File: config.mk
export PLATFORM = sky130hd
export DESIGN_NAME = line_run_gen
export DESIGN_NICKNAME = d
export VERILOG_FILES = /design/src/rtl/lrg_pkg.sv /design/src/rtl/lrg_absdiff.sv /design/src/rtl/lrg_setup.sv /design/src/rtl/lrg_walker.sv /design/src/rtl/line_run_gen.sv
export SDC_FILE = /design/constraint.sdc
export NUM_CORES = 1
export LEC_CHECK = 0
export BUFFER_PORTS_ARGS = -buffer_cell sky130_fd_sc_hd__buf_2
export CAP_MARGIN = 10
export CORE_ASPECT_RATIO = 1.2
export CORE_UTILIZATION = 50
export CTS_CLUSTER_SIZE = 12
export DETAILED_ROUTE_END_ITERATION = 8
export GPL_TIMING_DRIVEN = 0
export PLACE_DENSITY = 0.69
export SLEW_MARGIN = 30
export SYNTH_ARGS = -nofsm -noshare
export SYNTH_HDL_FRONTEND = slang
export SYNTH_SLANG_ARGS = --single-unit
File: constraint.sdc
create_clock -name clk -period 14.4 [get_ports clk]
set_input_delay 2.88 -clock clk [delete_from_list [all_inputs] [get_ports clk]]
set_output_delay 2.88 -clock clk [all_outputs]
set_load 0.02 [all_outputs]
File: src/rtl/lrg_pkg.sv
package lrg_pkg;
  typedef enum logic [1:0] {
    ST_IDLE  = 2'd0,
    ST_WALK  = 2'd1,
    ST_DRAIN = 2'd2
  } lrg_state_e;
endpackage

File: src/rtl/lrg_absdiff.sv
module lrg_absdiff #(
  parameter int W = 12
) (
  input  logic [W-1:0] a,
  input  logic [W-1:0] b,
  output logic [W-1:0] mag
);
  always_comb begin
    if (b >= a) mag = b - a;
    else        mag = a - b;
  end
endmodule

File: src/rtl/lrg_setup.sv
module lrg_setup #(
  parameter int CW = 12
) (
  input  logic [CW-1:0] x0,
  input  logic [CW-1:0] y0,
  input  logic [CW-1:0] x1,
  input  logic [CW-1:0] y1,
  input  logic [CW-1:0] adx,
  input  logic [CW-1:0] ady,
  output logic          x_major,
  output logic [CW-1:0] maj_start,
  output logic [CW-1:0] maj_end,
  output logic [CW-1:0] min_start,
  output logic          min_down,
  output logic [CW-1:0] d_maj,
  output logic [CW-1:0] d_min
);
  logic [CW-1:0] p0_maj, p1_maj, p0_min, p1_min, min_end;
  logic          swap;

  always_comb begin
    x_major = (adx >= ady);
    p0_maj  = x_major ? x0 : y0;
    p1_maj  = x_major ? x1 : y1;
    p0_min  = x_major ? y0 : x0;
    p1_min  = x_major ? y1 : x1;
    d_maj   = x_major ? adx : ady;
    d_min   = x_major ? ady : adx;
    // walk toward increasing major coordinate; ties keep the first endpoint
    swap      = (p0_maj > p1_maj);
    maj_start = swap ? p1_maj : p0_maj;
    maj_end   = swap ? p0_maj : p1_maj;
    min_start = swap ? p1_min : p0_min;
    min_end   = swap ? p0_min : p1_min;
    min_down  = (min_end < min_start);
  end
endmodule

File: src/rtl/lrg_walker.sv
module lrg_walker
  import lrg_pkg::*;
#(
  parameter int CW = 12,
  parameter int EW = CW + 4
) (
  input  logic          clk,
  input  logic          rst,
  input  logic          load,
  input  logic          x_major,
  input  logic [CW-1:0] maj_start,
  input  logic [CW-1:0] maj_end,
  input  logic [CW-1:0] min_start,
  input  logic          min_down,
  input  logic [CW-1:0] d_maj,
  input  logic [CW-1:0] d_min,
  input  logic          out_ready,
  output logic          busy,
  output logic          out_valid,
  output logic [CW-1:0] x_lo,
  output logic [CW-1:0] y_lo,
  output logic [CW-1:0] x_hi,
  output logic [CW-1:0] y_hi,
  output logic          last
);
  localparam int PADW = EW - CW;

  lrg_state_e           state;
  logic                 xmaj_q, down_q;
  logic [CW-1:0]        cur_maj, run_start, end_q, cur_min, dmaj_q;
  logic signed [EW-1:0] err, dmin2_q;
  logic signed [EW-1:0] err_sum, dmaj_ext, dmaj2_ext;
  logic                 at_end, over, brk, slot_free, step;

  always_comb begin
    dmaj_ext  = $signed({{PADW{1'b0}}, dmaj_q});
    dmaj2_ext = $signed({{(PADW-1){1'b0}}, dmaj_q, 1'b0});
    err_sum   = err + dmin2_q;
    at_end    = (cur_maj == end_q);
    over      = (err_sum > dmaj_ext);
    brk       = at_end || over;
    slot_free = !out_valid || out_ready;
    step      = (state == ST_WALK) && (slot_free || !brk);
  end

  assign busy = (state != ST_IDLE);

  always_ff @(posedge clk) begin
    if (rst) begin
      state     <= ST_IDLE;
      out_valid <= 1'b0;
      last      <= 1'b0;
      x_lo      <= '0;
      y_lo      <= '0;
      x_hi      <= '0;
      y_hi      <= '0;
      xmaj_q    <= 1'b0;
      down_q    <= 1'b0;
      cur_maj   <= '0;
      run_start <= '0;
      end_q     <= '0;
      cur_min   <= '0;
      dmaj_q    <= '0;
      dmin2_q   <= '0;
      err       <= '0;
    end else begin
      case (state)
        ST_IDLE: begin
          if (load) begin
            xmaj_q    <= x_major;
            down_q    <= min_down;
            cur_maj   <= maj_start;
            run_start <= maj_start;
            end_q     <= maj_end;
            cur_min   <= min_start;
            dmaj_q    <= d_maj;
            dmin2_q   <= $signed({{(PADW-1){1'b0}}, d_min, 1'b0});
            err       <= '0;
            state     <= ST_WALK;
          end
        end
        ST_WALK: begin
          if (slot_free) out_valid <= brk;
          if (step) begin
            if (brk) begin
              x_lo <= xmaj_q ? run_start : cur_min;
              y_lo <= xmaj_q ? cur_min   : run_start;
              x_hi <= xmaj_q ? cur_maj   : cur_min;
              y_hi <= xmaj_q ? cur_min   : cur_maj;
              last <= at_end;
            end
            if (at_end) begin
              state <= ST_DRAIN;
            end else begin
              cur_maj <= cur_maj + CW'(1);
              if (over) begin
                err       <= err_sum - dmaj2_ext;
                cur_min   <= down_q ? cur_min - CW'(1) : cur_min + CW'(1);
                run_start <= cur_maj + CW'(1);
              end else begin
                err <= err_sum;
              end
            end
          end
        end
        ST_DRAIN: begin
          if (out_ready) begin
            out_valid <= 1'b0;
            state     <= ST_IDLE;
          end
        end
        default: state <= ST_IDLE;
      endcase
    end
  end


  stall_hold_chk: assert property (@(posedge clk) disable iff (rst)
    out_valid && !out_ready |=> out_valid && $stable(x_lo) && $stable(y_lo)
      && $stable(x_hi) && $stable(y_hi) && $stable(last));


  corner_order_chk: assert property (@(posedge clk) disable iff (rst)
    out_valid |-> (x_lo <= x_hi) && (y_lo <= y_hi));


  thin_rect_chk: assert property (@(posedge clk) disable iff (rst)
    out_valid |-> (x_lo == x_hi) || (y_lo == y_hi));


  last_drain_chk: assert property (@(posedge clk) disable iff (rst)
    (state == ST_DRAIN) |-> out_valid && last);


  minor_step_chk: assert property (@(posedge clk) disable iff (rst)
    (state == ST_WALK) && $past(state == ST_WALK) && !$stable(cur_min)
      |-> $past(step) && (run_start == cur_maj));
endmodule

File: src/rtl/line_run_gen.sv
module line_run_gen #(
  parameter int CW = 12
) (
  input  logic          clk,
  input  logic          rst,
  input  logic          line_valid,
  output logic          line_ready,
  input  logic [CW-1:0] pa_x,
  input  logic [CW-1:0] pa_y,
  input  logic [CW-1:0] pb_x,
  input  logic [CW-1:0] pb_y,
  output logic          rect_valid,
  input  logic          rect_ready,
  output logic [CW-1:0] rect_x_lo,
  output logic [CW-1:0] rect_y_lo,
  output logic [CW-1:0] rect_x_hi,
  output logic [CW-1:0] rect_y_hi,
  output logic          rect_last
);
  localparam int NAX = 2;

  logic [CW-1:0] lo_pt [NAX];
  logic [CW-1:0] hi_pt [NAX];
  logic [CW-1:0] span  [NAX];
  logic          x_major, min_down, busy, load;
  logic [CW-1:0] maj_start, maj_end, min_start, d_maj, d_min;

  assign lo_pt[0] = pa_x;
  assign lo_pt[1] = pa_y;
  assign hi_pt[0] = pb_x;
  assign hi_pt[1] = pb_y;

  for (genvar g = 0; g < NAX; g++) begin : g_axis
    lrg_absdiff #(.W(CW)) u_diff (
      .a   (lo_pt[g]),
      .b   (hi_pt[g]),
      .mag (span[g])
    );
  end

  lrg_setup #(.CW(CW)) u_setup (
    .x0        (pa_x),
    .y0        (pa_y),
    .x1        (pb_x),
    .y1        (pb_y),
    .adx       (span[0]),
    .ady       (span[1]),
    .x_major   (x_major),
    .maj_start (maj_start),
    .maj_end   (maj_end),
    .min_start (min_start),
    .min_down  (min_down),
    .d_maj     (d_maj),
    .d_min     (d_min)
  );

  assign line_ready = !busy;
  assign load       = line_valid && line_ready;

  lrg_walker #(.CW(CW)) u_walk (
    .clk       (clk),
    .rst       (rst),
    .load      (load),
    .x_major   (x_major),
    .maj_start (maj_start),
    .maj_end   (maj_end),
    .min_start (min_start),
    .min_down  (min_down),
    .d_maj     (d_maj),
    .d_min     (d_min),
    .out_ready (rect_ready),
    .busy      (busy),
    .out_valid (rect_valid),
    .x_lo      (rect_x_lo),
    .y_lo      (rect_y_lo),
    .x_hi      (rect_x_hi),
    .y_hi      (rect_y_hi),
    .last      (rect_last)
  );


  accept_gate_chk: assert property (@(posedge clk) disable iff (rst)
    rect_valid |-> !line_ready);


  busy_hold_chk: assert property (@(posedge clk) disable iff (rst)
    $fell(line_ready) |-> $past(line_valid));
endmodule

==> results of run 1 <==
==> flip-flops by register name, indices dropped and copies added (netlist names) <==
name,cells
u_walk.cur_maj,12
u_walk.run_start,12
u_walk.y_lo,12
u_walk.end_q,12
u_walk.out_valid,1
u_walk.xmaj_q,1
u_walk.dmaj_q,12
u_walk.state,2
u_walk.err,15
u_walk.dmin2_q,12
u_walk.y_hi,12
u_walk.down_q,1
u_walk.last,1
u_walk.cur_min,12
u_walk.x_lo,12
u_walk.x_hi,12
==> final cells by class <==
class,instances,area (um^2)
Buffer,90,424
Clock buffer,17,425
Clock inverter,15,174
Fill cell,2208,10200
Inverter,105,394
Multi-Input combinational cell,1182,8610
Sequential cell,141,2820
Tap cell,320,400
Timing Repair Buffer,102,510
==> layer usage <==
metal / vias up / share of wire
met1: 5438 / 0.43
met3: 85 / 0.054
li1: 5679 / -
met2: 363 / 0.46
met4: 0 / 0.049
met5: - / 0
==> power by group through the flow <==
stage	registers, mW	clock network, mW	logic, mW
after floorplan	0.613	0	1.63
after global placement	0.612	0	2.10
after detailed placement	0.614	0	2.13
after CTS	0.606	0.438	2.15
after global routing	0.621	0.457	2.40
final	0.611	0.435	2.18
==> cell families (layout without fill, tap and decap cells) <==
logic type               after synthesis  count (layout)  share of synthesized area
adder cells (fa/ha/maj)              134             134                      0.141
flip-flops                           141             141                      0.230
multiplexers                         121             121                      0.102
buffers and inverters                195             329                     0.0668
XOR/XNOR                              63              63                     0.0456
AO/OA/AOI/OAI                        461             461                      0.266
AND/OR/NAND/NOR                      403             403                      0.149
==> tightest hold or removal path: stages (launching register included) <==
cell and delay [ns]:
dfxtp_1 0.31, nand2_1 0.05, a21oi_1 0.05
==> worst max path at each step <==
stage / endpoint / startpoint / cells past startpoint
6_report: u_walk.down_q$_SDFFE_PP0P_ / pb_y[0] / 42
5_1_grt: u_walk.down_q$_SDFFE_PP0P_ / pb_y[0] / 42
4_1_cts: u_walk.down_q$_SDFFE_PP0P_ / pb_y[0] / 42
3_5_place_dp: u_walk.down_q$_SDFFE_PP0P_ / pb_y[0] / 42
3_3_place_gp: u_walk.down_q$_SDFFE_PP0P_ / pb_y[0] / 42
2_1_floorplan: u_walk.down_q$_SDFFE_PP0P_ / pb_y[0] / 41
==> per-stage QoR <==
stage,worst slack [ns],instances,utilization,instance area [um^2]
5_1_grt,1.23,1972,0.574,13800
6_report,1.79,1972,0.574,13800
2_1_floorplan,3.50,1518,-,12300
3_5_place_dp,1.25,1940,0.549,13200
4_1_cts,1.69,1972,0.574,13800
3_3_place_gp,1.32,1940,0.549,13200
==> cell usage after synthesis (5+ instances only) <==
| library cell | n |
|---|---|
| and3_1 | 7 |
| a211oi_1 | 40 |
| o21bai_1 | 11 |
| a31oi_1 | 6 |
| nor2b_1 | 25 |
| buf_2 | 9 |
| a21o_1 | 37 |
| xnor2_1 | 34 |
| dfxtp_1 | 141 |
| o21ai_0 | 65 |
| nand3_1 | 17 |
| buf_6 | 10 |
| nand2b_1 | 10 |
| nand2_1 | 103 |
| o2111ai_1 | 5 |
| nand4_1 | 9 |
| a211oi_2 | 49 |
| xor2_1 | 28 |
| and2_1 | 7 |
| o211ai_1 | 21 |
| a21oi_1 | 153 |
| buf_1 | 6 |
| nor2_1 | 166 |
| mux2i_1 | 104 |
| o2bb2ai_1 | 11 |
| nor3_1 | 30 |
| or3_1 | 5 |
| o21a_1 | 10 |
| o22ai_1 | 5 |
| fa_1 | 7 |
| mux2_2 | 15 |
| ha_1 | 127 |
| inv_1 | 104 |
| and4_1 | 6 |
| a311oi_1 | 5 |
| clkbuf_1 | 65 |
==> results.sh, run 1 <==
export IMPL_die_h_um=173
export IMPL_pwr_share_seq=0.189
export IMPL_rsz0062_at_grt="false"
export IMPL_final_common_cell="nor2_1"
export IMPL_first_iter_violations=783
export IMPL_dr_pass1_iters=9
export IMPL_ys_seq_area_frac=0.230
export IMPL_totalWireLength_mm=37.4
export IMPL_cts_hold_buf=0
export IMPL_vias=11600
export IMPL_post_route_period_util=0.876
export IMPL_die_x_um=145
export IMPL_r2r_start="u_walk.dmin2_q[1]$_SDFFE_PP0P_"
export IMPL_row_count=62
export IMPL_initial_utilization=0.511
export IMPL_slew_viol_final=0
export IMPL_synth_top_area_cell="dfxtp_1"
export IMPL_grt_max_degree=18
export IMPL_cts_max_path_buffers=2
export IMPL_synth_area_leaders="dfxtp_1 23%, ha_1 13%, mux2i_1 8.5%"
export IMPL_p_clk_frac=0.135
export IMPL_met1_usage=0.370
export IMPL_worstRegToRegCells=19
export IMPL_drc=1
export IMPL_grt_util_met2=0.493
export IMPL_drv_cap=0
export IMPL_antenna_found_initial=0
export IMPL_path_clk_slew_ns=0.07
export IMPL_status="finished, violations left"
export IMPL_synth_edf_count=0
export IMPL_dp_hpwl_mm=30.4
export IMPL_power_mw=3.23
export IMPL_synth_seq_cells=141
export IMPL_synth_cells=1518
export IMPL_synth_area_um2=12300
export IMPL_crit_family="compound AO/OA/AOI/OAI gates"
export IMPL_leakage_nw=6.05
export IMPL_intPower_mw=1.62
export IMPL_busiest_layer="met2"
export IMPL_path_max_fanout=10
export IMPL_setup_tns_ns=0
export IMPL_fin_nets=1825
export IMPL_min_delay_worst_endpoint="u_walk.dmaj_q[3]$_SDFFE_PP0P_"
export IMPL_clk_latency_ns=0.44
export IMPL_reg2reg_slack_ns=8.94
export IMPL_combPwrFrac=0.676
export IMPL_finalSetupViolCount=0
export IMPL_root_buffer="clkbuf_16"
export IMPL_synthArstFlopShare=0
export IMPL_finClkSkew_ns=0.0140
export IMPL_routedWlPerCell_um=19.0
export IMPL_syn2layout_area_growth_pct=12.3
export IMPL_startpoint_type="input pin"
export IMPL_reg2reg_to="u_walk.cur_min[9]$_SDFFE_PP0P_"
export IMPL_synth_top_area_share=0.230
export IMPL_cts_buffers=17
export IMPL_violations="design-rule violations"
export IMPL_viasPerCell=5.86
export IMPL_portBuffers=102
export IMPL_htreeDepth=4
export IMPL_p_sw_frac=0.497
export IMPL_cpMaxStageDelayCell="a2111oi_1"
export IMPL_crit_type="in2reg"
export IMPL_hold_viol_final=0
export IMPL_syn_nets=1704
export IMPL_fmax_mhz=79.3
export IMPL_yosys_warnings=0
export IMPL_holdWs_ns=0.454
export IMPL_slew_headroom=0.404
export IMPL_core_area_um2=24000
export IMPL_overflow=0
export IMPL_cts_setup_buffers=0
export IMPL_vdd_drop_max_mv=0.109
export IMPL_dieArea_um2=25100
export IMPL_drive_above_1_share=0.142
export IMPL_end_kind="register"
export IMPL_grt_pass1_wl_mm=58.9
export IMPL_synth_avg_cell_area_um2=8.07
export IMPL_ys_types=68
export IMPL_io_pins=103
export IMPL_fin_crit_ns=12.61
export IMPL_arrival_ns=12.96
export IMPL_crit_buf_inv=10
export IMPL_synthFlopType="dfxtp_1"
export IMPL_cts_tree="built"
export IMPL_power_switching_mw=1.60
export IMPL_critical_path_most_common_cell="a21o_1"
export IMPL_diodes=0
export IMPL_grt_usage=0.296
export IMPL_cp_required_ns=14.75
export IMPL_antenna_left=0
export IMPL_finalWeightedCongestion=1.04
export IMPL_ctsResizeCount=0
export IMPL_hold_path_class="reg2reg"
export IMPL_grt_pass1_vias=10900
export IMPL_clock_sinks=141
export IMPL_grtUsageMet3=0.0463
export IMPL_final_cell_mix="166 x nor2_1, 153 x a21oi_1, 141 x dfxtp_1, 127 x ha_1, 111 x buf_2"
export IMPL_worst_pin_slew_ns=0.889
export IMPL_powerDensity_nw_per_um2=234
export IMPL_worst_path_largest_cell_delay_ns=0.66
export IMPL_hp_start="u_walk.dmaj_q[3]$_SDFFE_PP0P_"
export IMPL_holdPathStages=2
(Power assumes the default switching activity.)
==> inputs of run 2 (changes only) <==
--- a/config.mk
+++ b/config.mk
@@ -12,8 +12,9 @@
 export CTS_CLUSTER_SIZE = 12
 export DETAILED_ROUTE_END_ITERATION = 8
 export GPL_TIMING_DRIVEN = 0
-export PLACE_DENSITY = 0.69
+export PLACE_DENSITY = 0.75
 export SLEW_MARGIN = 30
 export SYNTH_ARGS = -nofsm -noshare
 export SYNTH_HDL_FRONTEND = slang
+export SYNTH_HIERARCHICAL = 1
 export SYNTH_SLANG_ARGS = --single-unit
==> results.sh, run 2 <==
export IMPL_pwr_share_seq=0.174
export IMPL_syn2layout_area_growth_pct=11.7
export IMPL_largest_register_ffs=15
export IMPL_worst_pin_slew_ns=0.947
export IMPL_synthFlopType="dfxtp_1"
export IMPL_grt_pass1_vias=11500
export IMPL_top_register="u_walk/err"
export IMPL_grt_max_degree=17
export IMPL_final_cell_mix="176 x mux2i_1, 144 x nand2_1, 142 x a21oi_1, 141 x dfxtp_1, 127 x ha_1"
export IMPL_ys_seq_area_frac=0.220
export IMPL_crit_buf_inv=8
export IMPL_totalWireLength_mm=38.0
export IMPL_power_switching_mw=1.73
export IMPL_synth_area_leaders="dfxtp_1 22%, mux2i_1 14%, ha_1 12%"
export IMPL_status="finished, violations left"
export IMPL_worst_path_largest_cell_delay_ns=0.53
export IMPL_routedWlPerCell_um=18.8
export IMPL_dr_pass1_iters=9
export IMPL_synth_area_um2=12800
export IMPL_die_h_um=178
export IMPL_dieArea_um2=26300
export IMPL_path_max_fanout=10
export IMPL_slew_viol_final=0
export IMPL_cts_max_path_buffers=2
export IMPL_synth_top_area_share=0.220
export IMPL_antenna_left=0
export IMPL_reg2reg_slack_ns=9.48
export IMPL_diodes=0
export IMPL_syn_nets=1747
export IMPL_cp_required_ns=14.75
export IMPL_p_sw_frac=0.494
export IMPL_holdWs_ns=0.454
export IMPL_p_clk_frac=0.123
export IMPL_crit_type="in2reg"
export IMPL_htreeDepth=4
export IMPL_finalWeightedCongestion=0.981
export IMPL_synthTopCellsByCount="176 x mux2i_1, 144 x nand2_1, 142 x a21oi_1"
export IMPL_fin_nets=1868
export IMPL_cts_tree="built"
export IMPL_arrival_ns=11.28
export IMPL_first_iter_violations=988
export IMPL_io_pins=103
export IMPL_hold_path_class="reg2reg"
export IMPL_violations="design-rule violations"
export IMPL_yosys_warnings=6
export IMPL_multi_input_area_um2=9110
export IMPL_root_buffer="clkbuf_16"
export IMPL_holdPathStages=2
export IMPL_finClkSkew_ns=0.0128
export IMPL_finalSetupViolCount=0
export IMPL_ctsResizeCount=0
export IMPL_post_route_period_util=0.759
export IMPL_intPower_mw=1.77
export IMPL_viasPerCell=5.96
export IMPL_drc=1
export IMPL_path_clk_slew_ns=0.06
export IMPL_worstRegToRegCells=19
export IMPL_clk_latency_ns=0.42
export IMPL_startpoint_type="input pin"
export IMPL_final_common_cell="mux2i_1"
export IMPL_cts_hold_buf=0
export IMPL_portBuffers=102
export IMPL_combPwrFrac=0.703
export IMPL_fillCellCount=2260
export IMPL_powerDensity_nw_per_um2=244
export IMPL_ys_types=68
export IMPL_leakage_nw=6.45
export IMPL_vias=12000
export IMPL_rsz0062_at_grt="false"
export IMPL_synth_avg_cell_area_um2=8.22
export IMPL_fmax_mhz=91.5
export IMPL_crit_family="compound AO/OA/AOI/OAI gates"
export IMPL_initial_utilization=0.514
export IMPL_synthArstFlopShare=0
export IMPL_slew_headroom=0.366
export IMPL_row_count=63
export IMPL_synth_top_area_cell="dfxtp_1"
export IMPL_antenna_found_initial=0
export IMPL_vdd_drop_max_mv=0.125
export IMPL_cpMaxStageDelayCell="a211oi_4"
export IMPL_synth_seq_cells=141
export IMPL_synth_cells=1561
export IMPL_path_depth=36
export IMPL_overflow=0
export IMPL_critical_path_most_common_cell="ha_1"
export IMPL_synth_edf_count=0
export IMPL_fin_crit_ns=10.93
export IMPL_grt_usage=0.289
export IMPL_core_area_um2=25000
export IMPL_hold_viol_final=0
export IMPL_dp_hpwl_mm=30.1
export IMPL_final_util=0.574
export IMPL_yosysMostFrequentCell="mux2i_1"
export IMPL_cts_buffers=17
export IMPL_clock_sinks=141
export IMPL_end_kind="register"
export IMPL_drv_cap=0
export IMPL_setup_tns_ns=0
export IMPL_drive_above_1_share=0.137
export IMPL_cts_setup_buffers=0
export IMPL_regArea_um2=2820
export IMPL_grt_pass1_wl_mm=59.9
export IMPL_die_x_um=148
-- run 2: metal layers --
layer  vias up  routed length, um  global-route usage
met4         0               1860               0.147
met1      5667              16200               0.353
li1       5807                  -                   -
met5         -                  0                   0
met3       103               2120              0.0342
met2       460              17800               0.496
-- run 2: final timing paths --
path	start	endpoint
setup / recovery	pa_y[3]	u_walk/down_q$_SDFFE_PP0P_
hold / removal	u_walk/dmaj_q[5]$_SDFFE_PP0P_	u_walk/dmaj_q[5]$_SDFFE_PP0P_
setup reg to reg	u_walk/err[1]$_SDFFE_PP0P_	u_walk/cur_min[7]$_SDFFE_PP0P_
hold reg to reg	u_walk/dmaj_q[5]$_SDFFE_PP0P_	u_walk/dmaj_q[5]$_SDFFE_PP0P_
-- run 2: power by group through the flow --
stage	sequential, mW	combinational [mW]	clock [mW]
3_5_place_dp	0.613	2.40	0
2_1_floorplan	0.605	1.85	0
3_3_place_gp	0.609	2.35	0
6_report	0.611	2.46	0.431
4_1_cts	0.605	2.42	0.435
5_1_grt	0.618	2.67	0.451
-- run 2: cell families after synthesis --
logic type / share of synthesized area
AOI/OAI and AO/OA: 0.221
buffers and inverters: 0.0710
and+or+nand+nor: 0.140
xor gates and xnor gates: 0.0457
adders and majority gates: 0.135
muxes: 0.168
DFF: 0.220
-- run 2: layout make-up --
cell class | count | share of cell area
multi-input combinational | 1218 | 0.635
sequential | 141 | 0.197
timing repair buffer | 102 | 0.0356
buffer | 91 | 0.0345
clock buffer | 17 | 0.0297
inverter | 111 | 0.0291
tap | 325 | 0.0284
clock inverter | 15 | 0.0108
-- run 2: per-stage QoR --
stage          area (um^2)  total power [mW]  instances  worst slack [ns]
2_1_floorplan        12800              2.45       1561              4.73
3_3_place_gp         13800              2.96       1988              3.36
3_5_place_dp         13800              3.01       1988              3.22
4_1_cts              14300              3.46       2020              3.65
5_1_grt              14300              3.74       2020              3.07
6_report             14300              3.50       2020              3.47
-- run 2: worst register-to-register path, delay by kind of cell (launching register included) --
kind / cells / cell delay (ns)
AOI/OAI and AO/OA: 9 / 2.17
xor gates and xnor gates: 1 / 0.33
adders and majority gates: 3 / 0.99
buffers and inverters: 2 / 0.49
DFF: 1 / 0.33
muxes: 1 / 0.21
and+or+nand+nor: 3 / 0.29
==> inputs of run 3 (changes only) <==
--- a/config.mk
+++ b/config.mk
@@ -5,6 +5,7 @@
 export SDC_FILE = /design/constraint.sdc
 export NUM_CORES = 1
 export LEC_CHECK = 0
+export ABC_AREA = 1
 export BUFFER_PORTS_ARGS = -buffer_cell sky130_fd_sc_hd__buf_2
 export CAP_MARGIN = 10
 export CORE_ASPECT_RATIO = 1.2
@@ -12,7 +13,7 @@
 export CTS_CLUSTER_SIZE = 12
 export DETAILED_ROUTE_END_ITERATION = 8
 export GPL_TIMING_DRIVEN = 0
-export PLACE_DENSITY = 0.75
+export PLACE_DENSITY = 0.78
 export SLEW_MARGIN = 30
 export SYNTH_ARGS = -nofsm -noshare
 export SYNTH_HDL_FRONTEND = slang
==> constraint.sdc (replaced) <==
create_clock -name clk -period 9.55 [get_ports clk]
set_input_delay 1.91 -clock clk [delete_from_list [all_inputs] [get_ports clk]]
set_output_delay 1.91 -clock clk [all_outputs]
set_load 0.02 [all_outputs]
==> results.sh, run 3 <==
export IMPL_worst_path_largest_cell_delay_ns=0.45
export IMPL_synth_top_area_cell="dfxtp_1"
export IMPL_startpoint_type="input pin"
export IMPL_syn_nets=2477
export IMPL_cts_hold_buf=0
export IMPL_io_pins=103
export IMPL_stdcell_count=2765
export IMPL_synth_area_um2=13800
export IMPL_overflow=0
export IMPL_crit_buf_inv=9
export IMPL_first_iter_violations=971
export IMPL_synthArstFlopShare=0
export IMPL_synth_top_area_share=0.205
export IMPL_ys_types=53
export IMPL_end_kind="register"
export IMPL_die_h_um=184
export IMPL_dieArea_um2=28200
export IMPL_powerDensity_nw_per_um2=383
export IMPL_fmax_mhz=125
export IMPL_vias=14900
export IMPL_core_area_um2=27100
export IMPL_setup_tns_ns=0
export IMPL_status="finished, final reports clean"
export IMPL_final_cell_mix="650 x nand2_1, 310 x inv_1, 283 x nor2_1, 236 x o21ai_0, 141 x dfxtp_1"
export IMPL_finalSetupViolCount=0
export IMPL_ys_seq_area_frac=0.205
export IMPL_viasPerCell=5.38
export IMPL_cts_setup_buffers=0
export IMPL_path_clk_slew_ns=0.06
export IMPL_cp_required_ns=9.91
export IMPL_htreeDepth=4
export IMPL_root_buffer="clkbuf_16"
export IMPL_hold_viol_final=0
export IMPL_intPower_mw=2.67
export IMPL_crit_family="simple AND/OR/NAND/NOR gates"
export IMPL_finalWeightedCongestion=1.01
export IMPL_critical_path_most_common_cell="nand2_1"
export IMPL_synth_seq_cells=141
export IMPL_fin_nets=2598
export IMPL_grt_usage=0.306
export IMPL_diodes=0
export IMPL_antenna_found_initial=0
export IMPL_syn2layout_area_growth_pct=11.1
export IMPL_pwr_share_seq=0.168
export IMPL_grt_pass1_wl_mm=68.9
export IMPL_top_register="u_walk/err"
export IMPL_final_common_cell="nand2_1"
export IMPL_arrival_ns=8.33
export IMPL_path_max_fanout=10
export IMPL_initial_utilization=0.509
export IMPL_grt_max_degree=17
export IMPL_worst_pin_slew_ns=0.712
export IMPL_yosysMostFrequentCell="nand2_1"
export IMPL_ctsResizeCount=0
export IMPL_slew_headroom=0.525
export IMPL_place_inst=2733
export IMPL_stdcell_area_um2=15300
export IMPL_place_area_um2=14700
export IMPL_totalWireLength_mm=42.3
export IMPL_routedWlPerCell_um=15.3
export IMPL_synth_avg_cell_area_um2=6.01
export IMPL_largest_register_ffs=15
export IMPL_pre_cts_ws_ns=1.24
export IMPL_drive_above_1_share=0.111
export IMPL_hold_path_class="reg2reg"
export IMPL_layout_setup_ws_ns=1.58
export IMPL_synth_cells=2291
export IMPL_power_switching_mw=3.19
export IMPL_post_route_period_util=0.835
export IMPL_cpMaxStageDelayCell="fa_1"
export IMPL_crit_type="in2reg"
export IMPL_vdd_drop_max_mv=0.173
export IMPL_die_x_um=154
export IMPL_slew_viol_final=0
export IMPL_grt_pass1_vias=14000
export IMPL_finClkSkew_ns=0.00832
export IMPL_final_util=0.565
export IMPL_cts_buffers=17
export IMPL_combPwrFrac=0.719
export IMPL_dr_pass1_iters=6
export IMPL_synthTopCellsByCount="650 x nand2_1, 310 x inv_1, 283 x nor2_1"
export IMPL_synth_area_leaders="dfxtp_1 20%, nand2_1 18%, ha_1 12%"
export IMPL_clock_sinks=141
export IMPL_yosys_warnings=6
export IMPL_antenna_left=0
export IMPL_synthFlopType="dfxtp_1"
export IMPL_drv_cap=0
export IMPL_p_clk_frac=0.112
export IMPL_p_sw_frac=0.544
export IMPL_synth_edf_count=0
export IMPL_clk_latency_ns=0.43
export IMPL_drc=0
export IMPL_rsz0062_at_grt="false"
export IMPL_cts_max_path_buffers=2
export IMPL_portBuffers=102
export IMPL_leakage_nw=8.14
export IMPL_row_count=66
export IMPL_fin_crit_ns=7.97
export IMPL_cts_tree="built"
export IMPL_dp_hpwl_mm=35.2
## run 3: changes by cell type in the layout (fill, tap and decap cells not counted), moves of 22 or more
cell	delta
a21oi_1	-30
a211oi_1	-27
o21ai_0	+186
mux2i_1	-175
o21ai_2	+22
mux2_1	-22
inv_1	+199
xnor2_1	-26
nand3_1	+58
a211oi_2	-32
nand2_1	+506
a21o_1	-29
nor2_1	+160
nor2b_1	-30
## run 3: cells by family (layout without fill, tap and decap cells)
group	after synthesis	count (layout)	share of synthesized area
flip-flops	141	141	0.205
AO/OA/AOI/OAI	435	435	0.171
XOR/XNOR	62	62	0.0400
buffers and inverters	418	552	0.129
multiplexers	3	3	0.00254
adder cells (fa/ha/maj)	134	134	0.125
AND/OR/NAND/NOR	1098	1098	0.328
## run 3: area by class of cell
cell class	instances	area, um^2
buffer	92	548
clock buffer	18	429
clock inverter	14	158
fill	2706	11800
inverter	326	1220
multi-input combinational	1732	9190
sequential	141	2820
tap	340	425
timing repair buffer	102	510
## run 3: final timing paths
kind,from,endpoint,slack [ns],cells past startpoint
setup reg to reg,u_walk/err[1]$_SDFFE_PP0P_,u_walk/cur_min[9]$_SDFFE_PP0P_,5.52,22
hold / removal,u_walk/err[12]$_SDFFE_PP0P_,u_walk/err[12]$_SDFFE_PP0P_,0.47,2
hold reg to reg,u_walk/err[12]$_SDFFE_PP0P_,u_walk/err[12]$_SDFFE_PP0P_,0.47,2
setup / recovery,pb_y[0],u_walk/down_q$_SDFFE_PP0P_,1.58,42
## run 3: stage by stage
step | hold WS, ns | power, mW
2_1_floorplan | 0.448 | 4.07
3_3_place_gp | 0.457 | 5.03
3_5_place_dp | 0.465 | 5.13
4_1_cts | 0.473 | 5.82
5_1_grt | 0.494 | 6.47
6_report | 0.468 | 5.86
## run 3: power groups by stage
stage               sequential (mW)  combinational, mW  clock [mW]
floorplan                      1.06               3.02           0
CTS                           0.984               4.17       0.668
detailed placement            0.996               4.14           0
finish                        0.988               4.22       0.659
global route                   1.01               4.77       0.697
global placement              0.987               4.05           0
## run 3: layer usage
metal | global-route usage | vias up | share of wire
met3 | 0.0349 | 126 | 0.049
met4 | 0.192 | 0 | 0.056
met2 | 0.541 | 545 | 0.47
met1 | 0.351 | 6728 | 0.42
li1 | - | 7490 | -
met5 | 0 | - | 0
## run 3: tightest hold or removal path, stage by stage (launching register included)
cell and delay [ns]:
dfxtp_1 0.31, nand2_1 0.06, a21oi_1 0.05
